`src/rtl/sis_pkg.sv`:
```
package sis_pkg;
  typedef struct packed {
    logic       sampleTick;
    logic       invert;
    logic       filtEn;
    logic       useAlt;
    logic       riseEn;
    logic       fallEn;
    logic [2:0] srcSel;
  } ctrlStrobe_t;
endpackage

```
`src/rtl/sis_ctrl.sv`:
```
module sis_ctrl #(
  parameter int SEL_W    = 3,
  parameter int SLOW_DIV = 4,
  parameter int CTRL_W   = SEL_W + 6
) (
  input  logic                 clk,
  input  logic                 rstN,
  input  logic [CTRL_W-1:0]    ctrlWord,
  output sis_pkg::ctrlStrobe_t strobes
);
  localparam int DIV_W   = (SLOW_DIV > 1) ? $clog2(SLOW_DIV) : 1;
  localparam int B_INV   = SEL_W;
  localparam int B_FILT  = SEL_W + 1;
  localparam int B_FAST  = SEL_W + 2;
  localparam int B_MODE  = SEL_W + 3;
  localparam int B_ALT   = SEL_W + 5;

  logic [DIV_W-1:0] divCnt;
  logic             slowTick;

  always_ff @(posedge clk) begin
    if (!rstN) divCnt <= '0;
    else if (divCnt == DIV_W'(SLOW_DIV - 1)) divCnt <= '0;
    else divCnt <= divCnt + 1'b1;
  end

  assign slowTick = (divCnt == DIV_W'(SLOW_DIV - 1));

  always_comb begin
    strobes.srcSel     = ctrlWord[2:0];
    strobes.invert     = ctrlWord[B_INV];
    strobes.filtEn     = ctrlWord[B_FILT];
    strobes.sampleTick = ctrlWord[B_FAST] | slowTick;
    strobes.riseEn     = ctrlWord[B_MODE];
    strobes.fallEn     = ctrlWord[B_MODE+1];
    strobes.useAlt     = ctrlWord[B_ALT];
  end

  // in slow mode two ticks are never adjacent
  a_r8_slow_spacing: assert property (@(posedge clk) disable iff (!rstN)
    (slowTick && !ctrlWord[B_FAST]) |=> !slowTick);
endmodule

```
`src/rtl/sis_datapath.sv`:
```
module sis_datapath #(
  parameter int N_PADS = 7,
  parameter int STABLE = 3
) (
  input  logic                 clk,
  input  logic                 rstN,
  input  logic [N_PADS-1:0]    padIn,
  input  logic                 altIn,
  input  sis_pkg::ctrlStrobe_t strobes,
  output logic                 dataOut,
  output logic                 syncStatus,
  output logic                 trigPulse
);
  localparam int CNT_W = (STABLE > 1) ? $clog2(STABLE) : 1;

  logic             rawSel;
  logic             s1, s2;
  logic             filtLvl;
  logic [CNT_W-1:0] stableCnt;
  logic             stageVal, chanVal, dataQ, trigQ;

  always_comb begin
    rawSel = 1'b1;
    for (int i = 0; i < N_PADS; i++)
      if (32'(strobes.srcSel) == i) rawSel = padIn[i];
  end

  always_ff @(posedge clk) begin
    if (!rstN) begin
      s1 <= 1'b0;
      s2 <= 1'b0;
    end else begin
      s1 <= rawSel;
      s2 <= s1;
    end
  end

  always_ff @(posedge clk) begin
    if (!rstN) begin
      filtLvl   <= 1'b0;
      stableCnt <= '0;
    end else if (strobes.sampleTick) begin
      if (s2 == filtLvl) stableCnt <= '0;
      else if (stableCnt == CNT_W'(STABLE - 1)) begin
        filtLvl   <= s2;
        stableCnt <= '0;
      end else stableCnt <= stableCnt + 1'b1;
    end
  end

  assign stageVal = (strobes.filtEn ? filtLvl : s2) ^ strobes.invert;
  assign chanVal  = strobes.useAlt ? altIn : stageVal;

  always_ff @(posedge clk) begin
    if (!rstN) begin
      dataQ <= 1'b0;
      trigQ <= 1'b0;
    end else begin
      dataQ <= chanVal;
      trigQ <= (chanVal & ~dataQ & strobes.riseEn) |
               (~chanVal & dataQ & strobes.fallEn);
    end
  end

  assign dataOut    = dataQ;
  assign syncStatus = s2;
  assign trigPulse  = trigQ;

  // filter state only moves on a sample tick
  a_r6_filter_hold: assert property (@(posedge clk) disable iff (!rstN)
    !strobes.sampleTick |=> $stable(filtLvl));
  // a disabled trigger mode yields no pulse
  a_r9_no_trig_disabled: assert property (@(posedge clk) disable iff (!rstN)
    (!strobes.riseEn && !strobes.fallEn) |=> !trigPulse);
  // rising-only mode pulses only on a high level
  a_r10_rise_only: assert property (@(posedge clk) disable iff (!rstN)
    (trigPulse && !$past(strobes.fallEn)) |-> dataOut);
  // falling-only mode pulses only on a low level
  a_r11_fall_only: assert property (@(posedge clk) disable iff (!rstN)
    (trigPulse && !$past(strobes.riseEn)) |-> !dataOut);
  // every pulse coincides with a data change
  a_r12_trig_on_change: assert property (@(posedge clk) disable iff (!rstN)
    trigPulse |-> (dataOut != $past(dataOut)));
endmodule

```
`src/rtl/serial_input_selector.sv`:
```
module serial_input_selector #(
  parameter int N_PADS   = 7,
  parameter int SLOW_DIV = 4,
  parameter int STABLE   = 3,
  parameter int SEL_W    = 3,
  parameter int CTRL_W   = SEL_W + 6
) (
  input  logic              clk,
  input  logic              rstN,
  input  logic [N_PADS-1:0] padIn,
  input  logic              altIn,
  input  logic [CTRL_W-1:0] ctrlWord,
  output logic              dataOut,
  output logic              syncStatus,
  output logic              trigPulse
);
  sis_pkg::ctrlStrobe_t strobes;

  sis_ctrl #(.SEL_W(SEL_W), .SLOW_DIV(SLOW_DIV), .CTRL_W(CTRL_W)) u_ctrl (
    .clk(clk), .rstN(rstN), .ctrlWord(ctrlWord), .strobes(strobes));

  sis_datapath #(.N_PADS(N_PADS), .STABLE(STABLE)) u_datapath (
    .clk(clk), .rstN(rstN), .padIn(padIn), .altIn(altIn), .strobes(strobes),
    .dataOut(dataOut), .syncStatus(syncStatus), .trigPulse(trigPulse));

  // quiet outputs right after reset
  a_r1_reset_quiet: assert property (@(posedge clk)
    !rstN |=> (!dataOut && !syncStatus && !trigPulse));
endmodule

```
`config.mk`:
```
export PLATFORM = sky130hd
export DESIGN_NAME = serial_input_selector
export DESIGN_NICKNAME = d
export VERILOG_FILES = /design/src/rtl/sis_pkg.sv /design/src/rtl/sis_ctrl.sv /design/src/rtl/sis_datapath.sv /design/src/rtl/serial_input_selector.sv
export SDC_FILE = /design/constraint.sdc
export NUM_CORES = 1
export LEC_CHECK = 0
export BUFFER_PORTS_ARGS = -buffer_cell sky130_fd_sc_hd__buf_2
export CAP_MARGIN = 20
export CORE_AREA = 2 2 39 41
export DETAILED_ROUTE_END_ITERATION = 8
export DIE_AREA = 0 0 41 43
export PLACE_DENSITY_LB_ADDON = 0.1
export SKIP_LAST_GASP = 1
export SYNTH_ARGS = -nofsm -noshare
export SYNTH_HDL_FRONTEND = slang
export SYNTH_SLANG_ARGS = --single-unit
export TNS_END_PERCENT = 20
```
`constraint.sdc`:
```
create_clock -name clk -period 1.4 [get_ports clk]
set_clock_uncertainty 0.15 [all_clocks]
set_input_delay 0.28 -clock clk [delete_from_list [all_inputs] [get_ports clk]]
set_output_delay 0.28 -clock clk [all_outputs]
set_load 0.01 [all_outputs]
```
==> flow_summary.json, run 1 <==
{
  "synthAdderAreaFrac_pct": 2.86,
  "vias_per_cell": 4.75,
  "synth.distinct_cells": 22,
  "hold_start": "ctrlWord[8]",
  "nets": 88,
  "overflow": 0,
  "wire_per_inst_um": 9.76,
  "synth.mux.area_fraction_pct": 18.9,
  "hold_depth": 3,
  "outcome": "complete, no violations",
  "powerDensity_nw_per_um2": 953,
  "leakage_nw": 0.265,
  "min_to": "u_datapath.trigPulse",
  "syn_inst": 43,
  "num_rows": 14,
  "grt_pass1_vias": 340,
  "dr.pass1.iters": 2,
  "n_fill_cell": 144,
  "core_um2": 1380,
  "post-route-min-period_ps": 1290,
  "cts_buffers": 3,
  "htreeDepth": 1,
  "ys_seq_elements": 9,
  "max-vdd-ir-drop_mv": 0.361,
  "post_cts_buffers": 0,
  "r2r-start": "u_ctrl.divCnt[0]",
  "cts_buffer_depth": 2,
  "grt_max_degree": 12,
  "start_util_pct": 31.6,
  "instances_no_fill": 83,
  "p_seq_share_pct": 50.0,
  "utilization_pct": 42.9,
  "finalSetupTns_ps": 0,
  "yosysSeqAreaShare_pct": 41.1,
  "path_max_fanout": 4,
  "dp_slack_ps": 40.8,
  "antenna_found_initial": 0,
  "p_sw_uw": 129,
  "drt.antenna.violating_nets": 0,
  "worst_r2r_path_depth": 5,
  "pwr-share-clk_pct": 33.7,
  "fp.dieW_um": 41,
  "drive_gt1_share_pct": 40.3,
  "rsz0062_at_grt": "false",
  "r2r-end": "u_datapath.filtLvl",
  "syn_area_per_cell_um2": 10.2,
  "pwr-share-comb_pct": 16.3,
  "port-buffer-count": 21,
  "maxSlewViolCount": 0,
  "synth_xor_area_share_pct": 4.00,
  "place_congestion": 0.614,
  "initialDrtViolationCount": 1,
  "worst_slack_ps": 112,
  "maxCapViolCount": 0,
  "worst_slew_pin_slew_ps": 275,
  "drcViolationCount": 0,
  "crit_type": "reg -> reg",
  "cts_tree": "built",
  "root_buffer": "clkbuf_4",
  "min_period_over_period_pct": 92.0,
  "syn_nets": 63,
  "rrSetupSlack_ps": 110,
  "path_clk_slew_ps": 60,
  "min_path_type": "in -> reg",
  "switching_share_pct": 22.9,
  "finalHoldViolCount": 0,
  "final-seq-area_um2": 180,
  "synth_compound_area_share_pct": 6.29,
  "crit_arrival_ps": 1290,
  "yosysWarnings": 0,
  "cp.required_ps": 1400,
  "synth_top_family_by_area": "simple AND/OR/NAND/NOR gates",
  "synthSimpleGateAreaFrac_pct": 26.0,
  "routed_wl_um": 810,
  "numClockSinks": 9,
  "syn2layout_area_growth_pct": 35.4,
  "die_h_um": 43,
  "p_total_uw": 565,
  "p_int_uw": 436,
  "vias": 394,
  "finalSetupViolCount": 0,
  "worstSkewPairLatency_ps": 250,
  "multi_input_area_um2": 262,
  "antenna_cells": 0,
  "fmax_mhz": 776,
  "grt_pass1_wl_mm": 1.24,
  "critPathCaptureType": "flip-flop",
  "maxSlewHeadroom_pct": 81.5,
  "start_kind": "flip-flop",
  "grtUsageTotal_pct": 10.7,
  "io_pins": 22,
  "synth_area_um2": 438,
  "dp.cells": 79,
  "dieArea_um2": 1760
}
-- stage by stage --
step | hold WS [ps] | cell area (µm²)
final | 169 | 593
after global routing | 185 | 593
after CTS | 163 | 586
after detailed placement | 269 | 559
after global placement | 260 | 559
after floorplan | 253 | 438
-- synth_stat cells, drive strengths merged --
cell type	n	area, µm²
a22oi	1	7.51
mux2i	6	60.1
nor2b	4	25.0
mux4	1	22.5
nand2	3	11.3
nand4	1	6.26
nor3	1	5.00
nor4bb	1	10.0
o21ai	1	5.00
nand2b	1	6.26
dfxtp	9	180
a21boi	1	7.51
o211ai	1	7.51
clkbuf	1	3.75
xnor2	2	17.5
ha	1	12.5
and2	1	6.26
nand3b	1	7.51
and3b	1	8.76
nor2	2	7.51
nand3	1	5.00
nor3b	2	15.0
-- critical path, cell delays in order (launching register included) --
cell     delay (ps)
dfxtp_1         330
ha_1            200
nor2_2           80
nor3b_2         170
mux2i_1         200
nor2b_1          60
-- power by group through the flow --
stage | registers [mW] | logic (mW) | clock network [mW]
floorplan | 0.290 | 0.0468 | 0
global placement | 0.288 | 0.0910 | 0
detailed placement | 0.288 | 0.0921 | 0
CTS | 0.283 | 0.0922 | 0.200
global route | 0.285 | 0.103 | 0.211
finish | 0.283 | 0.0923 | 0.190
-- layout make-up --
cell class,instances,share of cell area [%]
clock buffers,4,4.43
multi-input cells,33,44.1
flip-flops and latches,9,30.4
well taps,16,3.38
repair buffers,21,17.7
-- layer usage --
layer	routed length (µm)	vias up	global-route usage [%]	share of wire (%)
met5	0	-	0	0
li1	-	202	-	-
met1	345	171	10.5	43
met2	379	21	17.5	47
met3	84	0	6.28	10
met4	0	0	4.00	0
-- how the worst max path moves through the flow --
stage | from | end | slack, ps | cells after the start
2_1_floorplan | u_ctrl.divCnt[0] | u_datapath.filtLvl | 120 | 5
3_3_place_gp | u_ctrl.divCnt[0] | u_datapath.filtLvl | 60 | 5
3_5_place_dp | u_ctrl.divCnt[0] | u_datapath.filtLvl | 40 | 5
4_1_cts | u_ctrl.divCnt[0] | u_datapath.filtLvl | 30 | 5
5_1_grt | u_ctrl.divCnt[0] | u_datapath.filtLvl | 20 | 5
6_report | u_ctrl.divCnt[0] | u_datapath.filtLvl | 110 | 5
-- placed cells by master, fill, tap and decap left out, types with 2 or more instances in the layout --
master	Yosys	routed
mux2i_1	6	6
clkbuf_4	0	3
nand2_1	3	3
xnor2_1	2	2
dfxtp_1	9	9
buf_2	0	21
nor2b_1	4	4
-- cell families (layout without fill, tap and decap cells) --
| family | count (synthesis) | count (layout) |
|---|---|---|
| muxes | 7 | 7 |
| AOI/OAI and AO/OA | 4 | 4 |
| adders and majority gates | 1 | 1 |
| and+or+nand+nor | 19 | 19 |
| xor gates and xnor gates | 2 | 2 |
| DFF | 9 | 9 |
| buffers and inverters | 1 | 25 |
-- sequential cells by signal, summed over array words and instances, names as in the netlist --
| register | cells |
|---|---|
| u_ctrl.divCnt | 2 |
| u_datapath.stableCnt | 2 |
| u_datapath.dataOut | 1 |
| u_datapath.filtLvl | 1 |
| u_datapath.s1 | 1 |
| u_datapath.syncStatus | 1 |
| u_datapath.trigPulse | 1 |
-- what timing repair did --
| item | 4_1_cts | 5_1_grt |
|---|---|---|
| setup endpoints to repair | 0 | 3 |
| resized for setup | 0 | 2 |
| endpoints found under the hold margin | 0 | 0 |
| hold buffers | 0 | 0 |
Power figures use the tool's default switching activity.
==> run 2, diff against run 1 <==
--- a/config.mk
+++ b/config.mk
@@ -12,4 +12,5 @@
 export DIE_AREA = 0 0 41 43
 export PLACE_DENSITY_LB_ADDON = 0.1
+export REMOVE_ABC_BUFFERS = 1
 export SKIP_LAST_GASP = 1
 export SYNTH_ARGS = -nofsm -noshare
==> constraint.sdc (replaced) <==
create_clock -name clk -period 1.4 [get_ports clk]
set_clock_uncertainty 0.15 [all_clocks]
set_input_delay 0.21 -clock clk [delete_from_list [all_inputs] [get_ports clk]]
set_output_delay 0.21 -clock clk [all_outputs]
set_load 0.01 [all_outputs]
==> run 2 against run 1 <==
Net effect: combinational power shrank 2%; worst hold slack lost 75 ps; sequential share of layout area is the same; utilization is the same; via count shrank 3.6%; non-clock buffer count is the same; first-iteration DRC count grew 100%; critical path depth is the same; count of clock-buffer cells in the layout is the same.
==> flow_summary.json, run 2 (synthesis results as in run 1) <==
{
  "num_rows": 14,
  "p_seq_share_pct": 49.5,
  "finalSetupViolCount": 0,
  "min_path_type": "in -> reg",
  "finalHoldViolCount": 0,
  "dieArea_um2": 1760,
  "dp_slack_ps": 40.8,
  "nets": 88,
  "place_congestion": 0.580,
  "syn2layout_area_growth_pct": 35.4,
  "routed_wl_um": 800,
  "grt_pass1_wl_mm": 1.44,
  "vias_per_cell": 4.58,
  "start_util_pct": 31.6,
  "drt.antenna.violating_nets": 0,
  "post_cts_buffers": 0,
  "p_total_uw": 571,
  "worst_slew_pin_slew_ps": 243,
  "start_kind": "flip-flop",
  "pwr-share-comb_pct": 15.9,
  "rsz0062_at_grt": "false",
  "p_sw_uw": 135,
  "grt_pass1_vias": 373,
  "rrSetupSlack_ps": 100,
  "leakage_nw": 0.265,
  "worstSkewPairLatency_ps": 260,
  "initialDrtViolationCount": 2,
  "path_clk_slew_ps": 60,
  "r2r-start": "u_ctrl.divCnt[0]",
  "pwr-share-clk_pct": 34.6,
  "crit_arrival_ps": 1300,
  "cp-startpoint": "u_ctrl.divCnt[0]",
  "path_max_fanout": 4,
  "dr.pass1.iters": 2,
  "cp.required_ps": 1400,
  "overflow": 0,
  "drive_gt1_share_pct": 40.3,
  "switching_share_pct": 23.6,
  "r2r-end": "u_datapath.filtLvl",
  "crit_type": "reg -> reg",
  "fmax_mhz": 771,
  "antenna_cells": 0,
  "max-vdd-ir-drop_mv": 0.298,
  "antenna_found_initial": 0,
  "cts_buffers": 3,
  "reg_top3": "u_ctrl.divCnt (2), u_datapath.stableCnt (2)",
  "worst_slack_ps": 104,
  "n_fill_cell": 146,
  "final_common_cell": "buf_2",
  "outcome": "complete, no violations",
  "maxCapViolCount": 0,
  "core_um2": 1380,
  "grtUsageTotal_pct": 12.4,
  "hold_start": "ctrlWord[8]",
  "numClockSinks": 9,
  "wire_per_inst_um": 9.64,
  "fp.dieW_um": 41,
  "maxSlewViolCount": 0,
  "finalSetupTns_ps": 0,
  "worst_r2r_path_depth": 5,
  "powerDensity_nw_per_um2": 962,
  "drcViolationCount": 0,
  "p_int_uw": 436,
  "port-buffer-count": 21,
  "maxSlewHeadroom_pct": 83.7,
  "htreeDepth": 1,
  "endpoint": "u_datapath.filtLvl",
  "final_cell_mix": "buf_2 (21), dfxtp_1 (9), mux2i_1 (6)",
  "cts_buffer_depth": 2,
  "critPathCaptureType": "flip-flop",
  "vias": 380,
  "min_period_over_period_pct": 92.6,
  "post-route-min-period_ps": 1300,
  "die_h_um": 43,
  "grt_max_degree": 12,
  "root_buffer": "clkbuf_4",
  "cts_tree": "built",
  "io_pins": 22
}
==> run 2: critical path, cell delays in order (launching register included) <==
cell,delay (ps)
dfxtp_1,330
ha_1,200
nor2_2,80
nor3b_2,180
mux2i_1,200
nor2b_1,60
==> run 2: power groups by stage <==
stage,clock (mW),combinational (mW),sequential (mW)
floorplan,0,0.0444,0.290
global placement,0,0.0909,0.288
detailed placement,0,0.0906,0.288
CTS,0.211,0.0913,0.282
global route,0.225,0.103,0.285
finish,0.198,0.0906,0.283
==> run 2: worst min-delay path by stage <==
stage                            end  slack [ps]  cells past startpoint
2_1_floorplan  u_datapath.syncStatus         180                      1
3_3_place_gp        u_ctrl.divCnt[0]         260                      1
3_5_place_dp        u_ctrl.divCnt[0]         270                      1
4_1_cts           u_datapath.dataOut          90                      3
5_1_grt         u_datapath.trigPulse         120                      3
6_report        u_datapath.trigPulse          90                      3
==> run 2: final cells by class <==
type | count | area [µm²] | share of cell area (%)
multi-input cells | 33 | 262 | 44.1
flip-flops and latches | 9 | 180 | 30.4
repair buffers | 21 | 105 | 17.7
clock buffers | 4 | 26.3 | 4.43
well taps | 16 | 20.0 | 3.38
==> run 2: repair_timing <==
item / 4_1_cts / 5_1_grt
hold buffers: 0 / 0
gates resized for setup: 0 / 2
endpoints found under the setup margin: 0 / 3
==> run 2: metal layers <==
layer	vias to the layer above	GRT usage (%)	part of all wire, %
met3	0	5.24	12
li1	202	-	-
met4	0	8.00	0
met2	19	17.8	44
met5	-	0	0
met1	159	14.3	44
==> run 2: metrics by stage <==
stage                     hold slack [ps]  util (%)  instance area (µm²)  cells
after floorplan                       182         -                  434     42
after global placement                261      40.4                  559     79
after detailed placement              269      40.4                  559     79
after CTS                            85.8      42.3                  586     83
after global routing                  117      42.9                  593     83
final                                93.9      42.9                  593     83
==> run 3, diff against run 2 <==
==> constraint.sdc (replaced) <==
create_clock -name clk -period 1.1 [get_ports clk]
set_clock_uncertainty 0.15 [all_clocks]
set_input_delay 0.22 -clock clk [delete_from_list [all_inputs] [get_ports clk]]
set_output_delay 0.22 -clock clk [all_outputs]
set_load 0.01 [all_outputs]
==> run 3 against run 2 <==
Net effect: the flow now finishes with violations (negative setup slack); design area increased by 14%; clock power is 23% higher; count of clock-buffer cells in the layout stayed put; maximum frequency up 5.9%; register-to-register slack got worse by 230 ps; wire length rose by 13%; sequential power rose by 30%; sequential share of layout area down 3.1 points; first-iteration DRC count down 50%; cell count is 7.2% higher; via count increased by 10%; power grew 35%.
==> flow_summary.json, run 3 (synthesis results as in run 1) <==
{
  "cts_buffers": 3,
  "min_path_type": "in -> reg",
  "worst_slack_ps": -124,
  "finalSetupViolCount": 7,
  "vias_per_cell": 4.70,
  "rsz0062_at_grt": "true",
  "dieArea_um2": 1760,
  "drive_gt1_share_pct": 56.2,
  "n_fill_cell": 136,
  "busiest_layer": "met2",
  "fmax_mhz": 817,
  "fp.dieW_um": 41,
  "dp_slack_ps": -218,
  "gr-usage-met3_pct": 3.14,
  "cts_hold_buf": 0,
  "hold_depth": 3,
  "post-route-min-period_ps": 1220,
  "port-buffer-count": 21,
  "worst_r2r_path_depth": 5,
  "dr.pass1.iters": 2,
  "vias": 418,
  "crit_arrival_ps": 1220,
  "antenna_cells": 0,
  "path_max_fanout": 3,
  "dpl.hpwl_um": 673,
  "cp.required_ps": 1090,
  "max-vdd-ir-drop_mv": 0.432,
  "die_h_um": 43,
  "worstSkewPairLatency_ps": 250,
  "numClockSinks": 9,
  "core_um2": 1380,
  "start_kind": "flip-flop",
  "crit_type": "reg -> reg",
  "io_pins": 22,
  "root_buffer": "clkbuf_4",
  "syn2layout_area_growth_pct": 54.9,
  "rrSetupSlack_ps": -120,
  "num_rows": 14,
  "grt_pass1_vias": 386,
  "r2r-start": "u_ctrl.divCnt[1]",
  "final-seq-area_um2": 185,
  "grt_max_degree": 9,
  "start_util_pct": 31.6,
  "path_clk_slew_ps": 60,
  "initialDrtViolationCount": 1,
  "critPathCaptureType": "flip-flop",
  "hold_ws_ps": 97.0,
  "met1_usage_pct": 14.1,
  "r2r-end": "u_datapath.filtLvl",
  "antenna_found_initial": 0,
  "multi_input_area_um2": 290,
  "hold_start": "altIn",
  "min_to": "u_datapath.dataOut",
  "min_period_over_period_pct": 111,
  "reg_top3": "u_ctrl.divCnt (2), u_datapath.stableCnt (2)",
  "grt_pass1_wl_mm": 1.45,
  "utilization_pct": 49.0,
  "final_common_cell": "buf_2",
  "maxSlewHeadroom_pct": 84.0,
  "nets": 94,
  "wire_per_inst_um": 10.1,
  "leakage_nw": 0.303,
  "routed_wl_um": 901,
  "htreeDepth": 1,
  "outcome": "finished with violations",
  "violations": "negative setup slack",
  "maxCapViolCount": 0,
  "maxSlewViolCount": 0,
  "met2_usage_pct": 20.3,
  "final_cell_mix": "buf_2 (20), buf_4 (6), mux2i_1 (5), dfxtp_1 (5)",
  "drcViolationCount": 0,
  "cts_tree": "built",
  "cts_buffer_depth": 2,
  "finalHoldViolCount": 0,
  "worst_slew_pin_slew_ps": 235,
  "overflow": 0,
  "powerDensity_nw_per_um2": 1130,
  "grtUsageTotal_pct": 12.4,
  "place_congestion": 0.644,
  "drt.antenna.violating_nets": 0
}
-- run 3: changes by cell type in the layout (fill, tap and decap cells not counted), sizes merged --
cell  change
buf       +6
-- run 3: metrics by stage --
stage               TNS [ps]  total power [mW]  instances  area (µm²)
floorplan               -448             0.425         42         434
global placement        -726             0.497         84         597
detailed placement      -832             0.497         84         597
CTS                     -575             0.772         89         661
global route            -916             0.819         89         678
finish                  -495             0.768         89         678
-- run 3: timing repair --
item / 4_1_cts / 5_1_grt
setup buffers: 1 / 0
resized for setup: 8 / 5
endpoints found under the setup margin: 7 / 8
pin swaps: 3 / 2
-- run 3: metal layers --
layer	up-vias	wire length [µm]
met5	-	0
met4	0	21
met3	4	70
met2	21	419
met1	176	389
li1	217	-
-- run 3: worst max-delay path, cell delays in order, from the launching register on --
cell	delay [ps]
dfxtp_2	350
ha_4	140
nor2_2	50
nor3b_2	180
mux2i_1	200
nor2b_1	50
-- run 3: worst max path at each step --
stage,from,endpoint,slack [ps]
5_1_grt,u_ctrl.divCnt[0],u_datapath.filtLvl,-160
3_5_place_dp,u_ctrl.divCnt[0],u_datapath.filtLvl,-220
4_1_cts,u_ctrl.divCnt[1],u_datapath.filtLvl,-110
2_1_floorplan,u_ctrl.divCnt[0],u_datapath.filtLvl,-180
6_report,u_ctrl.divCnt[1],u_datapath.filtLvl,-120
3_3_place_gp,u_ctrl.divCnt[0],u_datapath.filtLvl,-190
-- run 3: layout make-up --
type | count | share of cell area (%)
multi-input cells | 33 | 42.8
flip-flops and latches | 9 | 27.3
repair buffers | 27 | 23.1
clock buffers | 4 | 3.87
well taps | 16 | 2.95
-- run 3: power by group --
group / switching [mW] / internal (mW) / total, mW
clock: 0.105 / 0.139 / 0.244
combinational: 0.0582 / 0.0971 / 0.155
sequential: 0.0177 / 0.351 / 0.369
total: 0.180 / 0.587 / 0.768
